## config.mk

```make
export PLATFORM = sky130hd
export DESIGN_NAME = pgwalk_top
export DESIGN_NICKNAME = d
export VERILOG_FILES = /design/src/rtl/pgwalk_pkg.sv /design/src/rtl/pgwalk_addr_gen.sv /design/src/rtl/pgwalk_entry_chk.sv /design/src/rtl/pgwalk_fsm.sv /design/src/rtl/pgwalk_top.sv
export SDC_FILE = /design/constraint.sdc
export NUM_CORES = 1
export LEC_CHECK = 0
export BUFFER_PORTS_ARGS = -buffer_cell sky130_fd_sc_hd__buf_2
export CAP_MARGIN = 30
export CORE_ASPECT_RATIO = 1.75
export CORE_UTILIZATION = 50
export CTS_CLUSTER_SIZE = 10
export DETAILED_ROUTE_END_ITERATION = 8
export PLACE_DENSITY = 0.85
export SETUP_SLACK_MARGIN = 0.05
export SYNTH_ARGS = -nofsm -noshare
export SYNTH_HDL_FRONTEND = slang
export SYNTH_SLANG_ARGS = --single-unit
```

## constraint.sdc

```tcl
create_clock -name clk -period 5 [get_ports clk]
set_clock_uncertainty 0.2 [all_clocks]
set_input_delay 0.75 -clock clk [delete_from_list [all_inputs] [get_ports clk]]
set_output_delay 0.75 -clock clk [all_outputs]
set_load 0.01 [all_outputs]
```

## src/rtl/pgwalk_pkg.sv

```systemverilog
`timescale 1ns/1ps
package pgwalk_pkg;
  typedef enum logic [2:0] {
    ST_IDLE  = 3'd0,
    ST_RD1   = 3'd1,
    ST_WT1   = 3'd2,
    ST_RD2   = 3'd3,
    ST_WT2   = 3'd4,
    ST_DONE  = 3'd5,
    ST_FAULT = 3'd6
  } walk_state_t;

  typedef enum logic {
    LVL_DIR  = 1'b0,
    LVL_LEAF = 1'b1
  } walk_level_t;
endpackage

```

## src/rtl/pgwalk_addr_gen.sv

```systemverilog
`timescale 1ns/1ps
module pgwalk_addr_gen
  import pgwalk_pkg::*;
#(
  parameter int PA_W      = 32,
  parameter int OFF_W     = 12,
  parameter int IDX_W     = 10,
  parameter int PTE_BYTES = 4
) (
  input  walk_level_t            level,
  input  logic [PA_W-OFF_W-1:0]  root_ppn,
  input  logic [PA_W-OFF_W-1:0]  table_ppn,
  input  logic [IDX_W-1:0]       idx_dir,
  input  logic [IDX_W-1:0]       idx_leaf,
  output logic [PA_W-1:0]        entry_addr
);
  localparam int PPN_W = PA_W - OFF_W;
  localparam int SHIFT = $clog2(PTE_BYTES);

  // byte address of slot idx in the table starting at page base_ppn
  function automatic logic [PA_W-1:0] slot_addr(input logic [PPN_W-1:0] base_ppn,
                                                input logic [IDX_W-1:0] idx);
    logic [PA_W-1:0] base_b;
    logic [PA_W-1:0] off_b;
    base_b = {base_ppn, {OFF_W{1'b0}}};
    off_b  = {{(PA_W-IDX_W){1'b0}}, idx} << SHIFT;
    return base_b + off_b;
  endfunction

  logic [PPN_W-1:0] sel_base;
  logic [IDX_W-1:0] sel_idx;

  always_comb begin
    if (level == LVL_DIR) begin
      sel_base = root_ppn;
      sel_idx  = idx_dir;
    end else begin
      sel_base = table_ppn;
      sel_idx  = idx_leaf;
    end
    entry_addr = slot_addr(sel_base, sel_idx);
  end
endmodule

```

## src/rtl/pgwalk_entry_chk.sv

```systemverilog
`timescale 1ns/1ps
module pgwalk_entry_chk #(
  parameter int PA_W   = 32,
  parameter int OFF_W  = 12,
  parameter int PERM_W = 3
) (
  input  logic [PA_W-1:0]        entry,
  output logic                   present,
  output logic [PA_W-OFF_W-1:0]  ppn,
  output logic [PERM_W-1:0]      perm
);
  localparam int PPN_W    = PA_W - OFF_W;
  localparam int VALID_B  = 0;
  localparam int RESID_B  = 1;
  localparam int PERM_LSB = 2;

  function automatic logic usable(input logic [PA_W-1:0] e);
    return e[VALID_B] & e[RESID_B];
  endfunction

  logic unused_entry_bits;

  assign present           = usable(entry);
  assign ppn               = entry[OFF_W +: PPN_W];
  assign perm              = entry[PERM_LSB +: PERM_W];
  assign unused_entry_bits = ^entry;
endmodule

```

## src/rtl/pgwalk_fsm.sv

```systemverilog
`timescale 1ns/1ps
module pgwalk_fsm
  import pgwalk_pkg::*;
#(
  parameter int IDX_W  = 10,
  parameter int OFF_W  = 12,
  parameter int PA_W   = 32,
  parameter int PERM_W = 3
) (
  input  logic                      clk,
  input  logic                      rst_n,
  input  logic                      miss_valid,
  input  logic [2*IDX_W+OFF_W-1:0]  miss_vaddr,
  input  logic [PA_W-1:0]           root_ptr,
  input  logic                      mem_req_ready,
  input  logic                      mem_resp_valid,
  input  logic [PA_W-1:0]           req_addr,
  input  logic                      ent_present,
  input  logic [PA_W-OFF_W-1:0]     ent_ppn,
  input  logic [PERM_W-1:0]         ent_perm,
  input  logic                      fault_ack,
  output walk_level_t               walk_level,
  output logic [PA_W-OFF_W-1:0]     root_ppn,
  output logic [PA_W-OFF_W-1:0]     table_ppn,
  output logic [IDX_W-1:0]          idx_dir,
  output logic [IDX_W-1:0]          idx_leaf,
  output logic                      busy,
  output logic                      mem_req_valid,
  output logic                      refill_valid,
  output logic [2*IDX_W-1:0]        refill_vpn,
  output logic [PA_W-OFF_W-1:0]     refill_ppn,
  output logic [PERM_W-1:0]         refill_perm,
  output logic                      fault_valid,
  output logic                      fault_level,
  output logic [2*IDX_W+OFF_W-1:0]  fault_vaddr
);
  localparam int VA_W  = 2*IDX_W + OFF_W;
  localparam int PPN_W = PA_W - OFF_W;

  walk_state_t       state;
  logic [VA_W-1:0]   va_q;
  logic [PPN_W-1:0]  root_q;
  logic [PPN_W-1:0]  next_q;
  logic [PPN_W-1:0]  ppn_q;
  logic [PERM_W-1:0] perm_q;
  walk_level_t       flvl_q;
  logic              unused_root_low;

  // named internal events
  logic accept_evt;
  logic req_fire;
  logic dir_take;
  logic leaf_take;
  logic ack_take;

  assign accept_evt = (state == ST_IDLE) && miss_valid;
  assign req_fire   = mem_req_valid && mem_req_ready;
  assign dir_take   = (state == ST_WT1) && mem_resp_valid;
  assign leaf_take  = (state == ST_WT2) && mem_resp_valid;
  assign ack_take   = (state == ST_FAULT) && fault_ack;

  assign unused_root_low = ^root_ptr[OFF_W-1:0];

  always_ff @(posedge clk or negedge rst_n) begin
    if (!rst_n) begin
      state  <= ST_IDLE;
      va_q   <= '0;
      root_q <= '0;
      next_q <= '0;
      ppn_q  <= '0;
      perm_q <= '0;
      flvl_q <= LVL_DIR;
    end else begin
      unique case (state)
        ST_IDLE: if (accept_evt) begin
          va_q   <= miss_vaddr;
          root_q <= root_ptr[PA_W-1:OFF_W];
          state  <= ST_RD1;
        end
        ST_RD1: if (req_fire) state <= ST_WT1;
        ST_WT1: if (dir_take) begin
          if (ent_present) begin
            next_q <= ent_ppn;
            state  <= ST_RD2;
          end else begin
            flvl_q <= LVL_DIR;
            state  <= ST_FAULT;
          end
        end
        ST_RD2: if (req_fire) state <= ST_WT2;
        ST_WT2: if (leaf_take) begin
          if (ent_present) begin
            ppn_q  <= ent_ppn;
            perm_q <= ent_perm;
            state  <= ST_DONE;
          end else begin
            flvl_q <= LVL_LEAF;
            state  <= ST_FAULT;
          end
        end
        ST_DONE:  state <= ST_IDLE;
        ST_FAULT: if (ack_take) state <= ST_IDLE;
        default:  state <= ST_IDLE;
      endcase
    end
  end

  assign walk_level    = (state == ST_RD2) ? LVL_LEAF : LVL_DIR;
  assign root_ppn      = root_q;
  assign table_ppn     = next_q;
  assign idx_dir       = va_q[VA_W-1 -: IDX_W];
  assign idx_leaf      = va_q[OFF_W +: IDX_W];
  assign busy          = (state != ST_IDLE);
  assign mem_req_valid = (state == ST_RD1) || (state == ST_RD2);
  assign refill_valid  = (state == ST_DONE);
  assign refill_vpn    = va_q[VA_W-1:OFF_W];
  assign refill_ppn    = ppn_q;
  assign refill_perm   = perm_q;
  assign fault_valid   = (state == ST_FAULT);
  assign fault_level   = (flvl_q == LVL_LEAF);
  assign fault_vaddr   = va_q;

  // an idle walker with no miss stays idle
  assert_idle_stays_R2: assert property (@(posedge clk) disable iff (!rst_n)
    (!busy && !miss_valid) |=> !busy);
  // an accepted miss makes the walker busy
  assert_accept_busy_R2: assert property (@(posedge clk) disable iff (!rst_n)
    accept_evt |=> busy);
  // a pending request is held steady until granted
  assert_req_hold_R3: assert property (@(posedge clk) disable iff (!rst_n)
    (mem_req_valid && !mem_req_ready) |=> (mem_req_valid && $stable(req_addr)));
  // a usable directory entry leads straight to the leaf request
  assert_leaf_follows_R4: assert property (@(posedge clk) disable iff (!rst_n)
    (dir_take && ent_present) |=> mem_req_valid);
  // refill is a single-cycle pulse followed by idle
  assert_refill_pulse_R5: assert property (@(posedge clk) disable iff (!rst_n)
    refill_valid |=> (!refill_valid && !busy));
  // an unusable directory entry reports a level-0 fault
  assert_dir_fault_R6: assert property (@(posedge clk) disable iff (!rst_n)
    (dir_take && !ent_present) |=> (fault_valid && !fault_level));
  // fault report holds until acknowledged
  assert_fault_hold_R6: assert property (@(posedge clk) disable iff (!rst_n)
    (fault_valid && !fault_ack) |=> (fault_valid && $stable(fault_vaddr) && $stable(fault_level)));
  // no request while idle, never refill and fault together
  assert_idle_quiet_R7: assert property (@(posedge clk) disable iff (!rst_n)
    !busy |-> !mem_req_valid);
  assert_exclusive_R5: assert property (@(posedge clk) disable iff (!rst_n)
    !(refill_valid && fault_valid));
endmodule

```

## src/rtl/pgwalk_top.sv

```systemverilog
`timescale 1ns/1ps
module pgwalk_top
  import pgwalk_pkg::*;
#(
  parameter int IDX_W  = 10,
  parameter int OFF_W  = 12,
  parameter int PA_W   = 32,
  parameter int PERM_W = 3
) (
  input  logic                      clk,
  input  logic                      rst_n,
  input  logic [PA_W-1:0]           root_ptr,
  input  logic                      miss_valid,
  input  logic [2*IDX_W+OFF_W-1:0]  miss_vaddr,
  output logic                      busy,
  output logic                      mem_req_valid,
  input  logic                      mem_req_ready,
  output logic [PA_W-1:0]           mem_req_addr,
  input  logic                      mem_resp_valid,
  input  logic [PA_W-1:0]           mem_resp_data,
  output logic                      refill_valid,
  output logic [2*IDX_W-1:0]        refill_vpn,
  output logic [PA_W-OFF_W-1:0]     refill_ppn,
  output logic [PERM_W-1:0]         refill_perm,
  output logic                      fault_valid,
  output logic                      fault_level,
  output logic [2*IDX_W+OFF_W-1:0]  fault_vaddr,
  input  logic                      fault_ack
);
  localparam int PPN_W     = PA_W - OFF_W;
  localparam int PTE_BYTES = PA_W / 8;

  walk_level_t       walk_level;
  logic [PPN_W-1:0]  root_ppn;
  logic [PPN_W-1:0]  table_ppn;
  logic [IDX_W-1:0]  idx_dir;
  logic [IDX_W-1:0]  idx_leaf;
  logic              ent_present;
  logic [PPN_W-1:0]  ent_ppn;
  logic [PERM_W-1:0] ent_perm;

  pgwalk_addr_gen #(
    .PA_W(PA_W), .OFF_W(OFF_W), .IDX_W(IDX_W), .PTE_BYTES(PTE_BYTES)
  ) u_addr (
    .level(walk_level), .root_ppn(root_ppn), .table_ppn(table_ppn),
    .idx_dir(idx_dir), .idx_leaf(idx_leaf), .entry_addr(mem_req_addr)
  );

  pgwalk_entry_chk #(
    .PA_W(PA_W), .OFF_W(OFF_W), .PERM_W(PERM_W)
  ) u_chk (
    .entry(mem_resp_data), .present(ent_present), .ppn(ent_ppn), .perm(ent_perm)
  );

  pgwalk_fsm #(
    .IDX_W(IDX_W), .OFF_W(OFF_W), .PA_W(PA_W), .PERM_W(PERM_W)
  ) u_fsm (
    .clk(clk), .rst_n(rst_n),
    .miss_valid(miss_valid), .miss_vaddr(miss_vaddr), .root_ptr(root_ptr),
    .mem_req_ready(mem_req_ready), .mem_resp_valid(mem_resp_valid),
    .req_addr(mem_req_addr),
    .ent_present(ent_present), .ent_ppn(ent_ppn), .ent_perm(ent_perm),
    .fault_ack(fault_ack),
    .walk_level(walk_level), .root_ppn(root_ppn), .table_ppn(table_ppn),
    .idx_dir(idx_dir), .idx_leaf(idx_leaf),
    .busy(busy), .mem_req_valid(mem_req_valid),
    .refill_valid(refill_valid), .refill_vpn(refill_vpn),
    .refill_ppn(refill_ppn), .refill_perm(refill_perm),
    .fault_valid(fault_valid), .fault_level(fault_level), .fault_vaddr(fault_vaddr)
  );
endmodule

```

After elaboration in Yosys (flattened, before gate mapping)
Index checks and enable logic that the tools add are counted.

word-level totals
  input bits = 102
  bits in registers = 99

operators by class
  bitwise operators = 1
  reductions and logical operators = 14
  equality and inequality tests = 14
  $add $sub $neg = 1
  mux-type cells = 17

operators by type and width
  operator                                               number
  adder 32 x 12 -> 32 bit                                1
  2-to-1 mux 3 bit                                       7
  2-to-1 mux 20 bit                                      1
  case mux 3 bit (6 select lines)                        1
  inequality test 2 x 1 -> 1 bit, second input constant  6
  2-to-1 mux 10 bit                                      1
  equality test 3 bit, second input constant             3
  equality test 3 x 2 -> 1 bit, second input constant    2
  AND reduction 3 bit                                    2
  AND reduction 6 bit                                    1
  logical AND 1 bit                                      5
  2-to-1 mux 1 bit                                       5
  AND reduction 5 bit                                    1
  inequality test 2 bit, second input constant           2
  equality test 3 x 1 -> 1 bit, second input constant    1
  zero test 3 bit                                        1
  nonzero test 3 bit                                     1
  2-to-1 mux 2 bit                                       1
  case mux 1 bit (2 select lines)                        1
  AND reduction 2 bit                                    1
  nonzero test 2 bit                                     1
  bitwise AND 1 bit                                      1
  logical OR 1 bit                                       1

Logic depth before layout (Yosys ltp)
Gate-level depths: netlist (run 1).

  depth in word-level cells = 5
  depth in mapped cells = 6
  depth with buffers taken out = 4

By module
Synthesis (run 1) repeated with hierarchy kept, for this count alone.

unflattened totals
  cell total of the unflattened synthesis = 336
  area, all modules = 4865.9 um2

modules (own cells, without submodules)
  module            cells each  sequential area each (um2)  area an instance (um2)  instances
  pgwalk_fsm        276         2477.4                      4184.0                  1
  pgwalk_addr_gen   36          0.0                         503.0                   1
  pgwalk_entry_chk  24          0.0                         178.9                   1

Least setup slack after synthesis (run 1)
No wires, ideal clock.

  path type = register to output
  start point = register u_fsm.state[2]
  end point = output mem_req_addr[10]
  path slack = 2.720 ns
  buffers on the path = 2
  data required time = 4.050 ns
  stages on the path, launching flop included = 6
  data arrival time = 1.330 ns
  cell sequence = dfrtp_1 > buf_6 > and2b_1 > nand2_1 > buf_2 > mux2_2

between the ends
  cells in the longest elaborated chain, start to end = 4

ends and longest elaborated chain
  item                          line                   RTL
  start: declaration            pgwalk_fsm.sv:40       walk_state_t state;
  start signal: assignment      pgwalk_fsm.sv:66       state <= ST_IDLE;
  start signal: assignment      pgwalk_fsm.sv:78       state <= ST_RD1;
  start signal: assignment      pgwalk_fsm.sv:80       ST_RD1: if (req_fire) state <= ST_WT1;
  equality test 3 x 2 -> 1 bit  pgwalk_fsm.sv:108      assign walk_level = (state == ST_RD2) ? LVL_LEAF : LVL_DIR;
  2-to-1 mux 1 bit              pgwalk_fsm.sv:108
  2-to-1 mux 10 bit             pgwalk_addr_gen.sv:34  if (level == LVL_DIR) begin
  adder 32 x 12 -> 32 bit       pgwalk_addr_gen.sv:27  return base_b + off_b;
  end: declaration              pgwalk_top.sv:18       output logic [PA_W-1:0] mem_req_addr,

Every way passes these cells.

Worst setup path after layout (run 1)
  start point = register u_fsm.state[2]
  end point = output mem_req_addr[23]

between the ends
  cells in the longest elaborated chain, start to end = 4

ends and longest elaborated chain
  item                                                           line
  equality test 3 x 2 -> 1 bit (*)                               pgwalk_fsm.sv:108
  2-to-1 mux 1 bit (*)                                           pgwalk_fsm.sv:108
  2-to-1 mux 20 bit / 2-to-1 mux 10 bit (equally long branches)  pgwalk_addr_gen.sv:34
  adder 32 x 12 -> 32 bit (*)                                    pgwalk_addr_gen.sv:27

Every way passes the cells marked *; elsewhere a longest branch is shown, timed or not.

==> results.json, run 1 <==
{
  "holdWs_ns": 0.199,
  "die_area_sq_um": 9580,
  "rsz0062_at_grt": "no",
  "tightest_slew_ns": 0.951,
  "die_w_microns": 74.4,
  "hold_violations": 0,
  "min_period_over_period_pct": 66.4,
  "maxSlewViolCount": 0,
  "grt_use_met2_pct": 36.1,
  "maxCapViolCount": 0,
  "antenna_cells": 0,
  "path_clk_slew_ns": 0.07,
  "fin_util_pct": 65.7,
  "met1_usage_pct": 21.7,
  "postSynthCellCount": 295,
  "status": "finished, final reports clean",
  "yosys.area.top_type_share_pct": 54.0,
  "r2r_end": "u_fsm.refill_ppn[3]",
  "routedWlPerCell_microns": 15.9,
  "mostFrequentLayoutCell": "buf_2",
  "ys_ff_latch": 99,
  "synthesis.area_sq_um": 4590,
  "gp_congestion": 0.785,
  "grt_use_total_pct": 19.9,
  "synth_largest_area_cell": "dfrtp_1",
  "core_sq_um": 8780,
  "netlist_top_cells_area": "dfrtp_1 (54%), mux2_2 (16%), mux2_4 (16%)",
  "reg2reg_from": "u_fsm.state[2]",
  "cts_sinks": 99,
  "ir_drop_mv": 0.443,
  "path_class": "reg -> out",
  "r2r_cells": 3,
  "viasPerCell": 5.05,
  "rows": 45,
  "cts_made_buffers": 9,
  "dr.pass1.iters": 4,
  "drive_above_1_share_pct": 70.4,
  "syn_area_per_cell_sq_um": 15.6,
  "cp-start-kind": "flop",
  "endpoint_kind": "output pin",
  "ys_seq_area_share_pct": 54.0,
  "regToRegSetupSlack_ns": 2.49,
  "ios": 214,
  "grt-busiest-layer": "met2",
  "grt_pass1_wl_mm": 14.3,
  "cts_setup_buffers": 0,
  "tritoncts": "done",
  "htreeDepth": 3,
  "grt_pass1_vias": 3018,
  "cts_root_buffer": "clkbuf_16",
  "area_growth_syn_to_layout_pct": 25.6,
  "dr.first_iter.drc_count": 98,
  "io_buffers": 192,
  "met3_usage_pct": 4.23,
  "critPathArrivalTime_ns": 2.37,
  "slew_headroom_pct": 36.6,
  "synth_cell_types": 25,
  "cts_resized": 0,
  "final_nets": 567,
  "hold_path.class": "in -> async",
  "ant_nets": 0,
  "wl_mm": 9.35,
  "clock_path_buffers": 2,
  "setup_tns_ns": 0,
  "cts_hold_buf": 0,
  "critPathMaxFanout": 27,
  "antenna_found_initial": 0,
  "worstSkewPairLatency_ns": 0.33,
  "yosysWarnings": 0,
  "power_density_nw_per_um2": 683,
  "min_period_ns": 3.32,
  "critPathRequiredTime_ns": 4.05,
  "clock.fmax_ghz": 0.301,
  "grt_max_degree": 55,
  "final_cell_mix": "buf_2 (191), dfrtp_1 (99), mux2_2 (67)",
  "report.final.setup_viol": 0,
  "drc": 0,
  "grt_overflow": 0,
  "start_util_pct": 52.3,
  "dp_hpwl_mm": 6.65,
  "dieHeight_microns": 129,
  "p_leak_nw": 3.00,
  "num_vias": 2966
}
[worst max-delay path: stages (launching register included)]
cell and delay [ns]:
dfrtp_1 0.63, and2b_1 0.27, nand2_1 0.17, buf_4 0.41
mux2_2 0.40, buf_2 0.14
[final cells by class]
class,instances,area [sq um]
clock buffers,11,243
clock inverters,5,82.6
fillers,661,3020
multi-input cells,159,1820
flip-flops and latches,99,2480
well taps,117,146
repair buffers,196,993
[through the flow]
| stage | std cells | cell area (sq um) | worst slack, ns | power, W |
|---|---|---|---|---|
| global placement | 571 | 5440 | 2.05 | 0.00316 |
| detailed placement | 571 | 5440 | 2.04 | 0.00321 |
| finish | 587 | 5770 | 1.68 | 0.00394 |
| floorplan | 296 | 4590 | 2.72 | 0.00270 |
| global route | 587 | 5770 | 1.57 | 0.00419 |
| CTS | 587 | 5770 | 1.67 | 0.00398 |
[routing by layer]
| layer | vias to the layer above | wire, microns |
|---|---|---|
| met5 | - | 0 |
| met4 | 0 | 191 |
| met3 | 15 | 441 |
| met2 | 120 | 5160 |
| met1 | 1478 | 3560 |
| li1 | 1353 | - |
[worst max path at each step]
stage | startpoint | end | slack, ns
after floorplan | u_fsm.state[2] | mem_req_addr[10] | 2.72
after global placement | u_fsm.state[2] | mem_req_addr[23] | 2.05
after detailed placement | u_fsm.state[2] | mem_req_addr[23] | 2.04
after CTS | u_fsm.state[2] | mem_req_addr[23] | 1.67
after global routing | u_fsm.state[2] | mem_req_addr[23] | 1.57
final | u_fsm.state[2] | mem_req_addr[23] | 1.68
[cell usage after synthesis, drive strengths merged]
library cell	number
buf	36
nand3b	1
nand2b	3
a22oi	1
conb	1
nor4b	1
nor2	3
o2bb2ai	1
a21oi	4
o22ai	1
dfrtp	99
and2b	1
nand2	4
mux2	126
or3	1
and3b	3
nor3b	1
clkbuf	2
o21ai	4
nand4	2
[registers in the layout, summed over array words and instances (netlist names)]
| register | cells |
|---|---|
| u_fsm.fault_vaddr | 32 |
| u_fsm.refill_ppn | 20 |
| u_fsm.root_ppn | 20 |
| u_fsm.table_ppn | 20 |
| u_fsm.refill_perm | 3 |
| u_fsm.state | 3 |
| u_fsm.fault_level | 1 |
[cells by family after synthesis]
group                  count (synthesis)  share of synthesized area [%]
AND/OR/NAND/NOR                       20                           3.22
multiplexers                         126                           35.0
buffers and inverters                 38                           6.38
other                                  1                         0.0817
flip-flops                            99                           54.0
AO/OA/AOI/OAI                         11                           1.36
[power breakdown]
group | total [W] | internal, W | switching [W]
clock | 0.000746 | 0.000455 | 0.000291
combinational | 0.00174 | 0.00100 | 0.000737
sequential | 0.00145 | 0.00118 | 0.000269
total | 0.00394 | 0.00264 | 0.00130
No activity file was read; power rests on OpenSTA's default activity.
==> run 2: changes to the inputs <==
--- a/config.mk
+++ b/config.mk
@@ -8,10 +8,10 @@
 export BUFFER_PORTS_ARGS = -buffer_cell sky130_fd_sc_hd__buf_2
 export CAP_MARGIN = 30
 export CORE_ASPECT_RATIO = 1.75
-export CORE_UTILIZATION = 50
+export CORE_UTILIZATION = 47
 export CTS_CLUSTER_SIZE = 10
 export DETAILED_ROUTE_END_ITERATION = 8
-export PLACE_DENSITY = 0.85
+export PLACE_DENSITY = 0.81
 export SETUP_SLACK_MARGIN = 0.05
 export SYNTH_ARGS = -nofsm -noshare
 export SYNTH_HDL_FRONTEND = slang
==> constraint.sdc (replaced) <==
create_clock -name clk -period 3.2 [get_ports clk]
set_clock_uncertainty 0.2 [all_clocks]
set_input_delay 0.48 -clock clk [delete_from_list [all_inputs] [get_ports clk]]
set_output_delay 0.48 -clock clk [all_outputs]
set_load 0.01 [all_outputs]
==> run 2 against run 1 <==
Clock-buffer cell count stayed put. Worst hold slack got worse by 0.034 ns. Flip-flop and latch count is the same. Critical path type unchanged.
==> results.json, run 2 (synthesis results as in run 1) <==
{
  "grt_use_total_pct": 20.3,
  "hold_violations": 0,
  "critPathArrivalTime_ns": 2.26,
  "grt_pass1_wl_mm": 15.8,
  "finalPower_w": 0.00608,
  "ant_nets": 0,
  "regToRegSetupSlack_ns": 0.74,
  "max_stage_delay_ns": 0.62,
  "ios": 214,
  "cp-start-kind": "flop",
  "dr.pass1.iters": 4,
  "power_density_nw_per_um2": 1050,
  "clock.fmax_ghz": 0.340,
  "hold_path.class": "in -> reg",
  "hp-start": "miss_vaddr[15]",
  "path_clk_slew_ns": 0.07,
  "r2r_cells": 3,
  "drc": 0,
  "reg2reg_from": "u_fsm.state[2]",
  "grt_pass1_vias": 3150,
  "path_class": "reg -> out",
  "slew_headroom_pct": 46.1,
  "gp_congestion": 0.738,
  "area_growth_syn_to_layout_pct": 25.9,
  "final_nets": 568,
  "rsz0062_at_grt": "no",
  "report.final.setup_viol": 0,
  "setup_tns_ns": 0,
  "dp_hpwl_mm": 6.97,
  "worstSkewPairLatency_ns": 0.33,
  "min_period_ns": 2.94,
  "grt_max_degree": 79,
  "io_buffers": 192,
  "critPathRequiredTime_ns": 2.52,
  "p_leak_nw": 2.99,
  "routedWlPerCell_microns": 16.6,
  "cts_sinks": 99,
  "crit_chain": "and2b_1 > nand2_1 > buf_4 > mux2_2 > buf_2",
  "mostFrequentLayoutCell": "buf_2",
  "drive_above_1_share_pct": 70.2,
  "r2r_end": "u_fsm.refill_perm[1]",
  "status": "finished, final reports clean",
  "die_area_sq_um": 10200,
  "cts_root_buffer": "clkbuf_16",
  "startpoint": "u_fsm.state[2]",
  "start_util_pct": 48.5,
  "rows": 47,
  "htreeDepth": 3,
  "critPathMaxFanout": 30,
  "crit_path_top_delay_cell": "dfrtp_1",
  "placedInstanceArea_sq_um": 5470,
  "dr.first_iter.drc_count": 86,
  "dp_slack_ns": 0.609,
  "dieHeight_microns": 133,
  "tritoncts": "done",
  "clock_path_buffers": 2,
  "crit_end": "mem_req_addr[11]",
  "core_sq_um": 9470,
  "tightest_slew_ns": 0.807,
  "antenna_found_initial": 1,
  "cts_setup_buffers": 0,
  "design_area_sq_um": 5780,
  "maxSlewViolCount": 0,
  "min_period_over_period_pct": 91.9,
  "wl_mm": 9.87,
  "num_vias": 2964,
  "largest_reg_flops": 32,
  "final_cell_mix": "buf_2 (191), dfrtp_1 (99), mux2_2 (67)",
  "ir_drop_mv": 0.622,
  "maxCapViolCount": 0,
  "n_fill_cell": 745,
  "viasPerCell": 5.00,
  "cts_made_buffers": 9,
  "cts_resized": 0,
  "grt_overflow": 0,
  "die_w_microns": 76.7,
  "endpoint_kind": "output pin",
  "postLayoutSetupSlackWorst_ns": 0.260
}
-- run 2: cell types whose count changed in the layout (fill, tap and decap cells not counted) --
cell and delta:
buf_12 +2, buf_4 -2, bufinv_16 -1, clkinv_4 +1, clkinvlp_4 +1, diode_2 +1, dlygate4sd3_1 +1, inv_6 -2
-- run 2: worst min-delay path by stage --
stage               depth (start not counted)               endpoint
floorplan                                   0      u_fsm.fault_level
global placement                            1    u_fsm.refill_ppn[1]
detailed placement                          1    u_fsm.refill_ppn[1]
CTS                                         2  u_fsm.fault_vaddr[20]
global route                                2  u_fsm.fault_vaddr[30]
finish                                      2  u_fsm.fault_vaddr[15]
-- run 2: critical path: cells and delay by family, from the launching register on --
family,cells,cell delay (ns)
DFF,1,0.62
buffers and inverters,2,0.54
and+or+nand+nor,2,0.35
muxes,1,0.40
-- run 2: power breakdown --
part | switching (W) | internal, W | total, W | leakage, nW
registers | 0.000424 | 0.00184 | 0.00227 | 1.21
clock network | 0.000447 | 0.000623 | 0.00107 | 0.142
logic | 0.00117 | 0.00157 | 0.00274 | 1.64
-- run 2: layout make-up --
cell class              count  area [sq um]  area share (%)
flip-flops and latches     99          2480            42.9
diodes                      1          2.50          0.0433
multi-input cells         159          1820            31.6
repair buffers            197          1030            17.8
clock buffers              11           243            4.20
well taps                 122           153            2.64
clock inverters             4          51.3           0.888
-- run 2: routing by layer --
metal	part of all wire [%]	vias up	GRT usage [%]
li1	-	1361	-
met1	38	1475	22.3
met2	54	110	35.7
met3	4.5	18	4.62
met4	3.0	0	11.0
met5	0	-	0
-- run 2: timing repair --
item / in CTS / in global routing
endpoints found under the setup margin: 0 / 0
hold endpoints to repair: 21 / 0
hold buffers: 1 / 0
-- run 2: metrics by stage --
step	hold WS, ns	std cells	util [%]
2_1_floorplan	-0.0156	296	-
3_3_place_gp	0.184	576	57.8
3_5_place_dp	0.190	576	57.8
4_1_cts	0.155	592	61.0
5_1_grt	0.153	593	61.0
6_report	0.165	593	61.0
==> run 3: changes to the inputs <==
--- a/config.mk
+++ b/config.mk
@@ -9,6 +9,7 @@
 export CAP_MARGIN = 30
 export CORE_ASPECT_RATIO = 1.75
 export CORE_UTILIZATION = 47
+export CTS_BUF_LIST = sky130_fd_sc_hd__clkbuf_16
 export CTS_CLUSTER_SIZE = 10
 export DETAILED_ROUTE_END_ITERATION = 8
 export PLACE_DENSITY = 0.81
==> run 3 against run 2 <==
Final cell count did not move. Maximum frequency barely moved. Flip-flop and latch count did not move. First-iteration DRC count did not move. Largest cell class unchanged. Critical endpoint unchanged.
==> results.json, run 3 (synthesis results as in run 1) <==
{
  "final_nets": 568,
  "tightest_slew_ns": 0.807,
  "report.final.setup_viol": 0,
  "critPathMaxFanout": 30,
  "setup_tns_ns": 0,
  "path_clk_slew_ns": 0.07,
  "htreeDepth": 3,
  "endpoint_kind": "output pin",
  "dr.first_iter.drc_count": 86,
  "core_sq_um": 9470,
  "cts_root_buffer": "clkbuf_16",
  "grt_pass1_wl_mm": 15.8,
  "finalPower_w": 0.00606,
  "dp_hpwl_mm": 6.97,
  "viasPerCell": 5.00,
  "grt_overflow": 0,
  "cts_made_buffers": 9,
  "status": "finished, final reports clean",
  "placedInstanceArea_sq_um": 5470,
  "mostFrequentLayoutCell": "buf_2",
  "num_vias": 2965,
  "clock.fmax_ghz": 0.340,
  "crit_chain": "and2b_1 > nand2_1 > buf_4 > mux2_2 > buf_2",
  "max_stage_delay_ns": 0.62,
  "clock_path_buffers": 2,
  "start_util_pct": 48.5,
  "cpLargestDelayFamily": "flip-flops",
  "rows": 47,
  "cts_resized": 0,
  "cp-start-kind": "flop",
  "rsz0062_at_grt": "no",
  "hold_path.class": "in -> reg",
  "drive_above_1_share_pct": 70.0,
  "dr.pass1.iters": 4,
  "io_buffers": 192,
  "maxCapViolCount": 0,
  "hold_violations": 0,
  "slew_headroom_pct": 46.1,
  "critPathArrivalTime_ns": 2.26,
  "cts_sinks": 99,
  "worstSkewPairLatency_ns": 0.33,
  "met3_length_microns": 441,
  "min_period_over_period_pct": 91.9,
  "p_leak_nw": 2.99,
  "crit_buf_inv": 2,
  "grt_use_total_pct": 20.3,
  "gp_congestion": 0.738,
  "largest_reg_flops": 32,
  "dieHeight_microns": 133,
  "tritoncts": "done",
  "postLayoutSetupSlackWorst_ns": 0.259,
  "final_cell_mix": "buf_2 (191), dfrtp_1 (99), mux2_2 (67)",
  "die_w_microns": 76.7,
  "drc": 0,
  "ant_nets": 0,
  "area_growth_syn_to_layout_pct": 25.7,
  "routed-wl-met2_mm": 5.35,
  "dr.max_layer_used": "met4",
  "crit_path_top_delay_cell": "dfrtp_1",
  "dp_slack_ns": 0.609,
  "critPathRequiredTime_ns": 2.52,
  "wl_mm": 9.87,
  "antenna_found_initial": 1,
  "ir_drop_mv": 0.622,
  "grt_max_degree": 79,
  "routedWlPerCell_microns": 16.6,
  "power_density_nw_per_um2": 1050,
  "grt_pass1_vias": 3142,
  "ios": 214,
  "maxSlewViolCount": 0,
  "met1Wirelength_mm": 3.78,
  "holdWs_ns": 0.165,
  "die_area_sq_um": 10200,
  "path_class": "reg -> out",
  "min_period_ns": 2.94,
  "design_area_sq_um": 5770
}
## run 3: cell types whose count changed in the layout (fill, tap and decap cells not counted)
cell / change
clkbuf_1: -1
clkinv_1: +1
inv_1: +1
clkbuf_8: -1
## run 3: path summary, 6_finish.rpt
kind	startpoint	end	slack, ns	cells past startpoint
setup / recovery	u_fsm.state[2]	mem_req_addr[11]	0.26	5
hold / removal	miss_vaddr[15]	u_fsm.fault_vaddr[15]	0.17	2
setup reg to reg	u_fsm.state[2]	u_fsm.refill_perm[1]	0.74	3
hold reg to reg	u_fsm.table_ppn[18]	u_fsm.table_ppn[18]	0.29	1
max in group asynchronous	rst_n	u_fsm.fault_vaddr[19]	1.68	3
min in group asynchronous	rst_n	u_fsm.refill_ppn[1]	0.39	2
## run 3: area by class of cell
| type | count | area [sq um] |
|---|---|---|
| Fill cell | 744 | 3700 |
| Sequential cell | 99 | 2480 |
| Multi-Input combinational cell | 159 | 1820 |
| Timing Repair Buffer | 197 | 1030 |
| Clock buffer | 9 | 225 |
| Tap cell | 122 | 153 |
| Clock inverter | 6 | 58.8 |
| Antenna cell | 1 | 2.50 |
## run 3: stage by stage
stage	std cells	utilization [%]
2_1_floorplan	296	-
3_3_place_gp	576	57.8
3_5_place_dp	576	57.8
4_1_cts	592	60.9
5_1_grt	593	60.9
6_report	593	60.9
## run 3: power breakdown
group | total (W) | switching, W | internal (W)
registers | 0.00227 | 0.000424 | 0.00184
logic | 0.00274 | 0.00117 | 0.00157
clock network | 0.00104 | 0.000446 | 0.000596
total | 0.00606 | 0.00204 | 0.00401
## run 3: per-layer routing
layer | vias up | global-route usage [%]
li1 | 1361 | -
met5 | - | 0
met4 | 0 | 11.0
met2 | 110 | 35.6
met1 | 1476 | 22.4
met3 | 18 | 4.62
## run 3: timing repair
item | CTS | global route
hold endpoints to repair | 21 | 0
hold buffers | 1 | 0
buffers inserted | 0 | 0
